### src/rtl/hrst_pkg.sv
package hrst_pkg;
  typedef logic [1:0] dl_state_t;
  localparam dl_state_t DL_INACTIVE = 2'b00;

  // length of the local state clear of downstream port idx
  function automatic int unsigned clr_len(input int unsigned base, input int unsigned idx);
    return base + idx;
  endfunction

  // minimum hold reached once the counter has seen min_hold active cycles
  function automatic logic hold_reached(input int unsigned cnt, input int unsigned min_hold);
    return cnt >= min_hold;
  endfunction
endpackage

### src/rtl/hrst_trig_detect.sv
module hrst_trig_detect
  import hrst_pkg::*;
(
  input  logic      clk,
  input  logic      rst_n,
  input  logic      ts_rst,
  input  dl_state_t dl_state,
  output logic      trig_start,
  output logic      trig_level
);
  logic dl_up, dl_up_q;

  assign dl_up = (dl_state != DL_INACTIVE);

  always_ff @(posedge clk or negedge rst_n) begin
    if (!rst_n) dl_up_q <= 1'b0;
    else        dl_up_q <= dl_up;
  end

  // flag or R3 active-to-inactive edge
  assign trig_start = ts_rst | (dl_up_q & ~dl_up);
  // level that keeps an episode alive
  assign trig_level = ts_rst | ~dl_up;
endmodule

### src/rtl/hrst_port_clear.sv
module hrst_port_clear #(
  parameter int unsigned LEN = 2
) (
  input  logic clk,
  input  logic rst_n,
  input  logic kick,
  output logic busy
);
  localparam int unsigned CW = $clog2(LEN + 1);
  logic [CW-1:0] left_q;

  always_ff @(posedge clk or negedge rst_n) begin
    if (!rst_n)              left_q <= '0;
    else if (kick)           left_q <= CW'(LEN);
    else if (left_q != '0)   left_q <= left_q - 1'b1;
  end

  assign busy = (left_q != '0);
endmodule

### src/rtl/hrst_hold_ctrl.sv
module hrst_hold_ctrl
  import hrst_pkg::*;
#(
  parameter int unsigned MIN_HOLD = 16
) (
  input  logic clk,
  input  logic rst_n,
  input  logic trig_start,
  input  logic trig_level,
  input  logic clr_all_done,
  output logic active,
  output logic kick,
  output logic done
);
  localparam int unsigned CW = $clog2(MIN_HOLD + 1);
  logic [CW-1:0] cnt_q;
  logic          hold_met;

  assign hold_met = hold_reached(int'(cnt_q), MIN_HOLD);
  assign kick     = trig_start & ~active;

  always_ff @(posedge clk or negedge rst_n) begin
    if (!rst_n) begin
      active <= 1'b0;
      cnt_q  <= '0;
      done   <= 1'b0;
    end else begin
      done <= 1'b0;
      if (!active) begin
        if (trig_start) begin
          active <= 1'b1;
          cnt_q  <= CW'(1);
        end
      end else if (!hold_met) begin
        cnt_q <= cnt_q + 1'b1;
      end else if (!trig_level && clr_all_done) begin
        active <= 1'b0;
        done   <= 1'b1;
      end
    end
  end

  a_r2_start: assert property (@(posedge clk) disable iff (!rst_n)
    (trig_start && !active) |=> active);
  a_r5_extend: assert property (@(posedge clk) disable iff (!rst_n)
    (active && trig_level) |=> active);
  a_r4_min_hold: assert property (@(posedge clk) disable iff (!rst_n)
    $fell(active) |-> $past(hold_met));
  a_r9_done_after: assert property (@(posedge clk) disable iff (!rst_n)
    done |-> (!active && $past(active)));
  a_r9_one_cycle: assert property (@(posedge clk) disable iff (!rst_n)
    done |=> !done);
endmodule

### src/rtl/hot_reset_fanout.sv
module hot_reset_fanout
  import hrst_pkg::*;
#(
  parameter int unsigned NUM_DS   = 4,
  parameter int unsigned MIN_HOLD = 16,
  parameter int unsigned CLR_BASE = 2
) (
  input  logic              clk,
  input  logic              rst_n,
  input  logic              up_ts_rst,
  input  logic [1:0]        up_dl_state,
  input  logic [NUM_DS-1:0] ds_link_up,
  output logic [NUM_DS-1:0] ds_hot_rst,
  output logic [NUM_DS-1:0] ds_state_clr,
  output logic              q_flush,
  output logic              fsm_rst,
  output logic              nonsticky_clr,
  output logic              rst_done
);
  logic trig_start, trig_level;
  logic active, kick, clr_all_done;

  hrst_trig_detect u_trig (
    .clk(clk), .rst_n(rst_n), .ts_rst(up_ts_rst), .dl_state(up_dl_state),
    .trig_start(trig_start), .trig_level(trig_level)
  );

  hrst_hold_ctrl #(.MIN_HOLD(MIN_HOLD)) u_hold (
    .clk(clk), .rst_n(rst_n), .trig_start(trig_start), .trig_level(trig_level),
    .clr_all_done(clr_all_done), .active(active), .kick(kick), .done(rst_done)
  );

  for (genvar i = 0; i < NUM_DS; i++) begin : g_port
    hrst_port_clear #(.LEN(clr_len(CLR_BASE, i))) u_clr (
      .clk(clk), .rst_n(rst_n), .kick(kick), .busy(ds_state_clr[i])
    );
    // only ports with a live link carry the flag downstream
    assign ds_hot_rst[i] = active & ds_link_up[i];
  end

  assign clr_all_done  = ~|ds_state_clr;
  assign q_flush       = active;
  assign fsm_rst       = active;
  assign nonsticky_clr = active;

  a_r8_clear_starts: assert property (@(posedge clk) disable iff (!rst_n)
    kick |=> (ds_state_clr[0] && q_flush));
  a_r7_link_down_quiet: assert property (@(posedge clk) disable iff (!rst_n)
    !q_flush |-> (ds_hot_rst == '0));
  a_r1_idle_no_clear: assert property (@(posedge clk) disable iff (!rst_n)
    (!q_flush && !$past(q_flush)) |-> (ds_state_clr == '0));
endmodule

### config.mk
export PLATFORM = sky130hd
export DESIGN_NAME = hot_reset_fanout
export DESIGN_NICKNAME = d
export VERILOG_FILES = /design/src/rtl/hrst_pkg.sv /design/src/rtl/hrst_trig_detect.sv /design/src/rtl/hrst_port_clear.sv /design/src/rtl/hrst_hold_ctrl.sv /design/src/rtl/hot_reset_fanout.sv
export SDC_FILE = /design/constraint.sdc
export NUM_CORES = 1
export LEC_CHECK = 0
export ABC_AREA = 1
export ABC_CLOCK_PERIOD_IN_PS = 3300
export BUFFER_PORTS_ARGS = -buffer_cell sky130_fd_sc_hd__buf_2
export CAP_MARGIN = 20
export CORE_AREA = 2 2 47 49
export DETAILED_ROUTE_END_ITERATION = 7
export DIE_AREA = 0 0 49 51
export PLACE_DENSITY_LB_ADDON = 0.1
export SLEW_MARGIN = 10
export SYNTH_ARGS = -nofsm -noshare
export SYNTH_HDL_FRONTEND = slang
export SYNTH_SLANG_ARGS = --single-unit
### constraint.sdc
create_clock -name clk -period 3.3 [get_ports clk]
set_clock_uncertainty 0.05 [all_clocks]
set_input_delay 0.495 -clock clk [delete_from_list [all_inputs] [get_ports clk]]
set_output_delay 0.495 -clock clk [all_outputs]
set_load 0.01 [all_outputs]
# --- Yosys cells after proc, flatten, opt, wreduce, memory -nomap -nowiden ---
# Cells that the tools add are included.
word_totals:
  reg_bits: 18
  latchBits: 0
  mem_bits_rw: 0
  mem_bits_ro: 0
  inputBits: 9
  output_inout_bits: 12
  elab_cells: 58
  memories: 0
op_classes:
  n_addsub: 5
  mul: 0
  div: 0
  n_lt_le_gt_ge: 1
  n_eq_ne: 1
  shifts: 0
  mux: 18
  bitwise: 10
  n_reduce_logical: 15
ops:
  columns: ["op", "n"]
  rows:
  - ["nonzero test 2 bit", 8]
  - ["two-way mux 5 bit", 3]
  - ["two-way mux 3 bit", 4]
  - ["two-way mux 2 bit", 4]
  - ["two-way mux 1 bit", 7]
  - ["AND 1 bit", 6]
  - ["nonzero test 3 bit", 2]
  - ["subtractor 3 x 1 -> 3 bit (second input constant)", 2]
  - ["adder 5 x 1 -> 5 bit (second input constant)", 1]
  - ["greater-or-equal comparator 5 bit (second input constant)", 1]
  - ["OR reduction 4 bit", 1]
  - ["subtractor 2 x 1 -> 2 bit (second input constant)", 2]
  - ["logical NOT 1 bit", 2]
  - ["inequality test 2 bit (second input constant)", 1]
  - ["NOT 1 bit", 2]
  - ["OR 1 bit", 2]
  - ["AND reduction 2 bit", 1]
  - ["logical AND 1 bit", 1]

# --- Longest topological paths before layout ---
depth:
  ltp_word: 8
  depth_mapped: 8
  mapped_depth_nobuf: 8

# --- Cells and area by module ---
# A second synthesis with hierarchy kept.
unflattened:
  cells_unflattened: 136
  area_unflattened_um2: 1061.0
modules_own_cells:
  columns: ["mod", "instances", "cells_per_inst", "area_per_inst_um2", "seq_area_each_um2"]
  rows:
  - ["hrst_hold_ctrl", 1, 40, 349.1, 175.2]
  - ["hrst_port_clear (g_port[2].u_clr)", 1, 22, 173.9, 75.1]
  - ["hrst_port_clear (g_port[3].u_clr)", 1, 22, 172.7, 75.1]
  - ["hrst_port_clear (g_port[0].u_clr)", 1, 14, 122.6, 50.0]
  - ["hrst_port_clear (g_port[1].u_clr)", 1, 14, 121.4, 50.0]
  - ["hot_reset_fanout", 1, 17, 71.3, 0.0]
  - ["hrst_trig_detect", 1, 7, 50.0, 25.0]

# --- Worst setup path before layout ---
# OpenSTA, ideal clock, no wires.
synth_path:
  path_kind: "register to output"
  from: "register g_port[2].u_clr.left_q[0]"
  to: "output ds_state_clr[2]"
  arrival_ps: 964
  required_time_ps: 2755
  slack_ps: 1791
  stages_incl_launch_ff: 7
  n_path_buf: 1
  path_cell_list: "dfrtp_1 -> inv_1 -> ha_1 -> inv_1 -> nor2_2 -> inv_1 -> buf_4"
synth_via:
  elab_chain_cells: 1
synth_rtl:
  columns: ["item", "line", "source"]
  rows:
  - ["from (decl)", "hrst_port_clear.sv:10", "logic [CW-1:0] left_q;"]
  - ["from (signal assigned)", "hrst_port_clear.sv:14", "else if (kick) left_q <= CW'(LEN);"]
  - ["from (signal assigned)", "hrst_port_clear.sv:15", "else if (left_q != '0) left_q <= left_q - 1'b1;"]
  - ["nonzero test 3 bit", "hrst_port_clear.sv:18", "assign busy = (left_q != '0);"]
  - ["to (decl)", "hot_reset_fanout.sv:14", "output logic [NUM_DS-1:0] ds_state_clr,"]
# Every way passes these cells.

# --- Worst setup path in the final report ---
# Ends and elaborated chain as after synthesis.

==> results by group <==
STA
  • Peak Freq: roughly 520 MHz
  • Max-slew headroom at the worst pin: 73.43%
  • Slew @ Worst Pin: between 0.3 and 0.4 ns
  • RSZ-0062 raised after global routing: no
  • Period minus WS final: between 1.5 and 2 ns
  • Fin crit share: between 50% and 60%
  • Setup TNS: 0 ns
  • Final Max Tran Viols: 0
  • Final hold vios: 0
  • Final setup fails: 0

Critical path
  • CP Buf/Inv Count: 4
  • Slowest CP cell: dfrtp_1
  • CP arrival: around 1.4 ns
  • Critical Path, Cell by Cell: inv_1 > ha_1 > inv_1 > nor2_2 > inv_1 > buf_2
  • Worst R2R Setup Slack: a little under 2 ns
  • Crit path largest cell delay: approximately 0.4 ns
  • Critical Path RT: between 2 and 3 ns
  • Critical path type: reg -> out
  • Reg2reg end: u_hold.active
  • R2R cell count: 7
  • Worst setup SP type: register
  • Critical Path Most Common Cell: inv_1
  • Critical register-to-register path startpoint: g_port[2].u_clr.left_q[0]
  • CP top delay family: flip-flops
  • Crit end category: primary output
  • Critical Path Fanout Max: 6

Pwr
  • Sequential share of power: between 30 and 40%
  • Leak pwr: ~0.65 nW
  • Clock power share: roughly 14%
  • Internal power: just under 0.6 mW
  • Comb power frac: a little under half
  • P_sw: 0.3951 mW
  • Pwr dens: around 850 nW/um2
  • Peak VDD IR: approximately 0.00046 V
  • Switch share: between 40% and 50%

Clock network
  • Cts bufs inserted: 3
  • Reg clk slew, reported paths: 0.10 ns
  • CTS Sinks: 18
  • Resized Gates After CTS: 0
  • CTS tree: done
  • Worst-Skew Late Latency: approximately 0.28 ns
  • Setup Fix Bufs, Post-CTS: 0
  • Hold buffers post-CTS: 0
  • Clk buf depth: 2
  • Clock Tree Root: clkbuf_4
  • Htree depth: 1

Route
  • Vias post-DR: 763
  • WL final: 1669 um
  • DRC: 0
  • Vias/cell: between 4 and 5
  • Routed WL per cell: approximately 9.7 um
  • Drt pass-1 iters: 4
  • Initial DRC Count: 5
  • Post-route ant nets: 0

GRT
  • Global-route wire length before repair: a little under 3000 um
  • Global route overflow: 0
  • Total track usage: between 10% and 20%
  • Largest net degree at the start of global routing: 19
  • Vias in the first global route: between 700 and 800
  • Initial antenna violation count: 0

Placement
  • Placer Congestion: ~0.71
  • DP HPWL: between 1000 and 1500 um
  • Dpl cells: roughly 170
  • I/O Buffers: 20

Floorplanning
  • Row cnt: 17
  • Die Footprint: roughly 2500 um2
  • Die width: 49 um
  • I/O pins: 21
  • Die Y-Extent: around 51 um
  • Core area: 2063 um2
  • Initial Util: around half

Cells and area
  • Diode count: 0
  • Layout cell share with drive strength beyond 1: 23.61%
  • Layout Nets: 162
  • Most frequent cells in the layout: 28 x nand2_1, 26 x inv_1, 20 x buf_2
  • Syn-to-layout area delta: 9.940%
  • Non-filler cells, final: 172
  • Commonest non-fill, non-tap cell in the layout: nand2_1

Logic synthesis
  • Synth top area share: between 40% and 50%
  • Post-Syn Instances: about 130
  • Post-synthesis sequential area ratio: between 40 and 50%
  • Post-synth ARST share: 100.0%
  • Yosys warns: 0
  • Post-synth top area cell: dfrtp_1
  • Synthesized area: approximately 1000 um2
  • Most common flop cell mapped by yosys: dfrtp_1
  • Top cells by area, synth: dfrtp_1 43%, nand2_1 10%, ha_1 9.6%
  • Syn avg cell area: between 8 and 9 um2
  • Synth unique cells: 21
  • Number of synthesized flops with an enable pin: 0
  • Mapped Nets: about 150
  • Synthesized flop and latch total: 18

Outcome
  • Status: finished, final reports clean

Job
  • # Max-Cap Violations: 0

Hold path
  • Hold Crit Class: in -> async
-- sequential cells by signal, summed over array words and instances (netlist names) --
register and count:
u_trig.dl_up_q 1, u_hold.active 1, u_hold.cnt_q 5, g_port.u_clr.left_q 10
u_hold.done 1
-- power by group through the flow --
stage	Sequential, mW	Clock, mW	Combinational [mW]
floorplan	0.378	0	0.395
finish	0.388	0.133	0.451
global placement	0.388	0	0.435
global route	0.399	0.154	0.537
CTS	0.388	0.141	0.461
detailed placement	0.392	0	0.460
-- routing by layer --
layer,share of wire [%],global-route usage (%),vias up
li1,-,-,408
met1,45,19.62,346
met2,51,25.80,7
met3,2.3,2.632,2
met4,1.0,7.143,0
met5,0,0,-
-- kinds of logic (layout without fill, tap and decap cells) --
group / after synthesis / after routing / share of synthesized area [%]
AO/OA/AOI/OAI: 10 / 10 / 5.269
XOR/XNOR: 2 / 2 / 1.677
adder cells (fa/ha/maj): 8 / 8 / 9.581
buffers and inverters: 36 / 52 / 16.77
flip-flops: 18 / 18 / 43.11
AND/OR/NAND/NOR: 54 / 54 / 23.59
-- how the worst max path moves through the flow --
stage                              startpoint         endpoint  cells after the start
floorplan           g_port[2].u_clr.left_q[0]  ds_state_clr[2]                      6
global placement    g_port[2].u_clr.left_q[0]  ds_state_clr[2]                      6
detailed placement  g_port[2].u_clr.left_q[0]  ds_state_clr[2]                      6
CTS                 g_port[2].u_clr.left_q[0]  ds_state_clr[2]                      6
global route        g_port[2].u_clr.left_q[0]  ds_state_clr[2]                      6
finish              g_port[2].u_clr.left_q[0]  ds_state_clr[2]                      6
-- Yosys cell counts, types with 2 or more instances --
cell type and count:
ha_1 8, buf_6 2, xnor2_1 2, nand2_2 2, dfrtp_1 18, nor2_4 2
nand3_1 8, o21ai_0 6, nor2_1 9, nor3_1 2, inv_1 26, nand2_1 28
nor2_2 2, buf_4 6
-- through the flow --
stage / instance area [um2] / power, mW / util (%) / setup WS (ns) / hold WS (ns)
finish: 1149 / 0.9722 / 55.67 / 1.389 / 0.06754
global placement: 1112 / 0.8229 / 53.91 / 1.750 / 0.4059
detailed placement: 1112 / 0.8515 / 53.91 / 1.701 / 0.4052
global route: 1149 / 1.090 / 55.67 / 1.191 / 0.07209
CTS: 1149 / 0.9901 / 55.67 / 1.364 / 0.07563
floorplan: 1045 / 0.7726 / - / 1.791 / 0.1494
-- area by class of cell --
type                            instances  area, um2
Clock buffer                            4      36.28
Inverter                               28      107.6
Multi-Input combinational cell         74      419.2
Timing Repair Buffer                   20      100.1
Fill cell                             221      914.6
Sequential cell                        18      450.4
Tap cell                               28      35.03
Power figures use the tool's default switching activity.
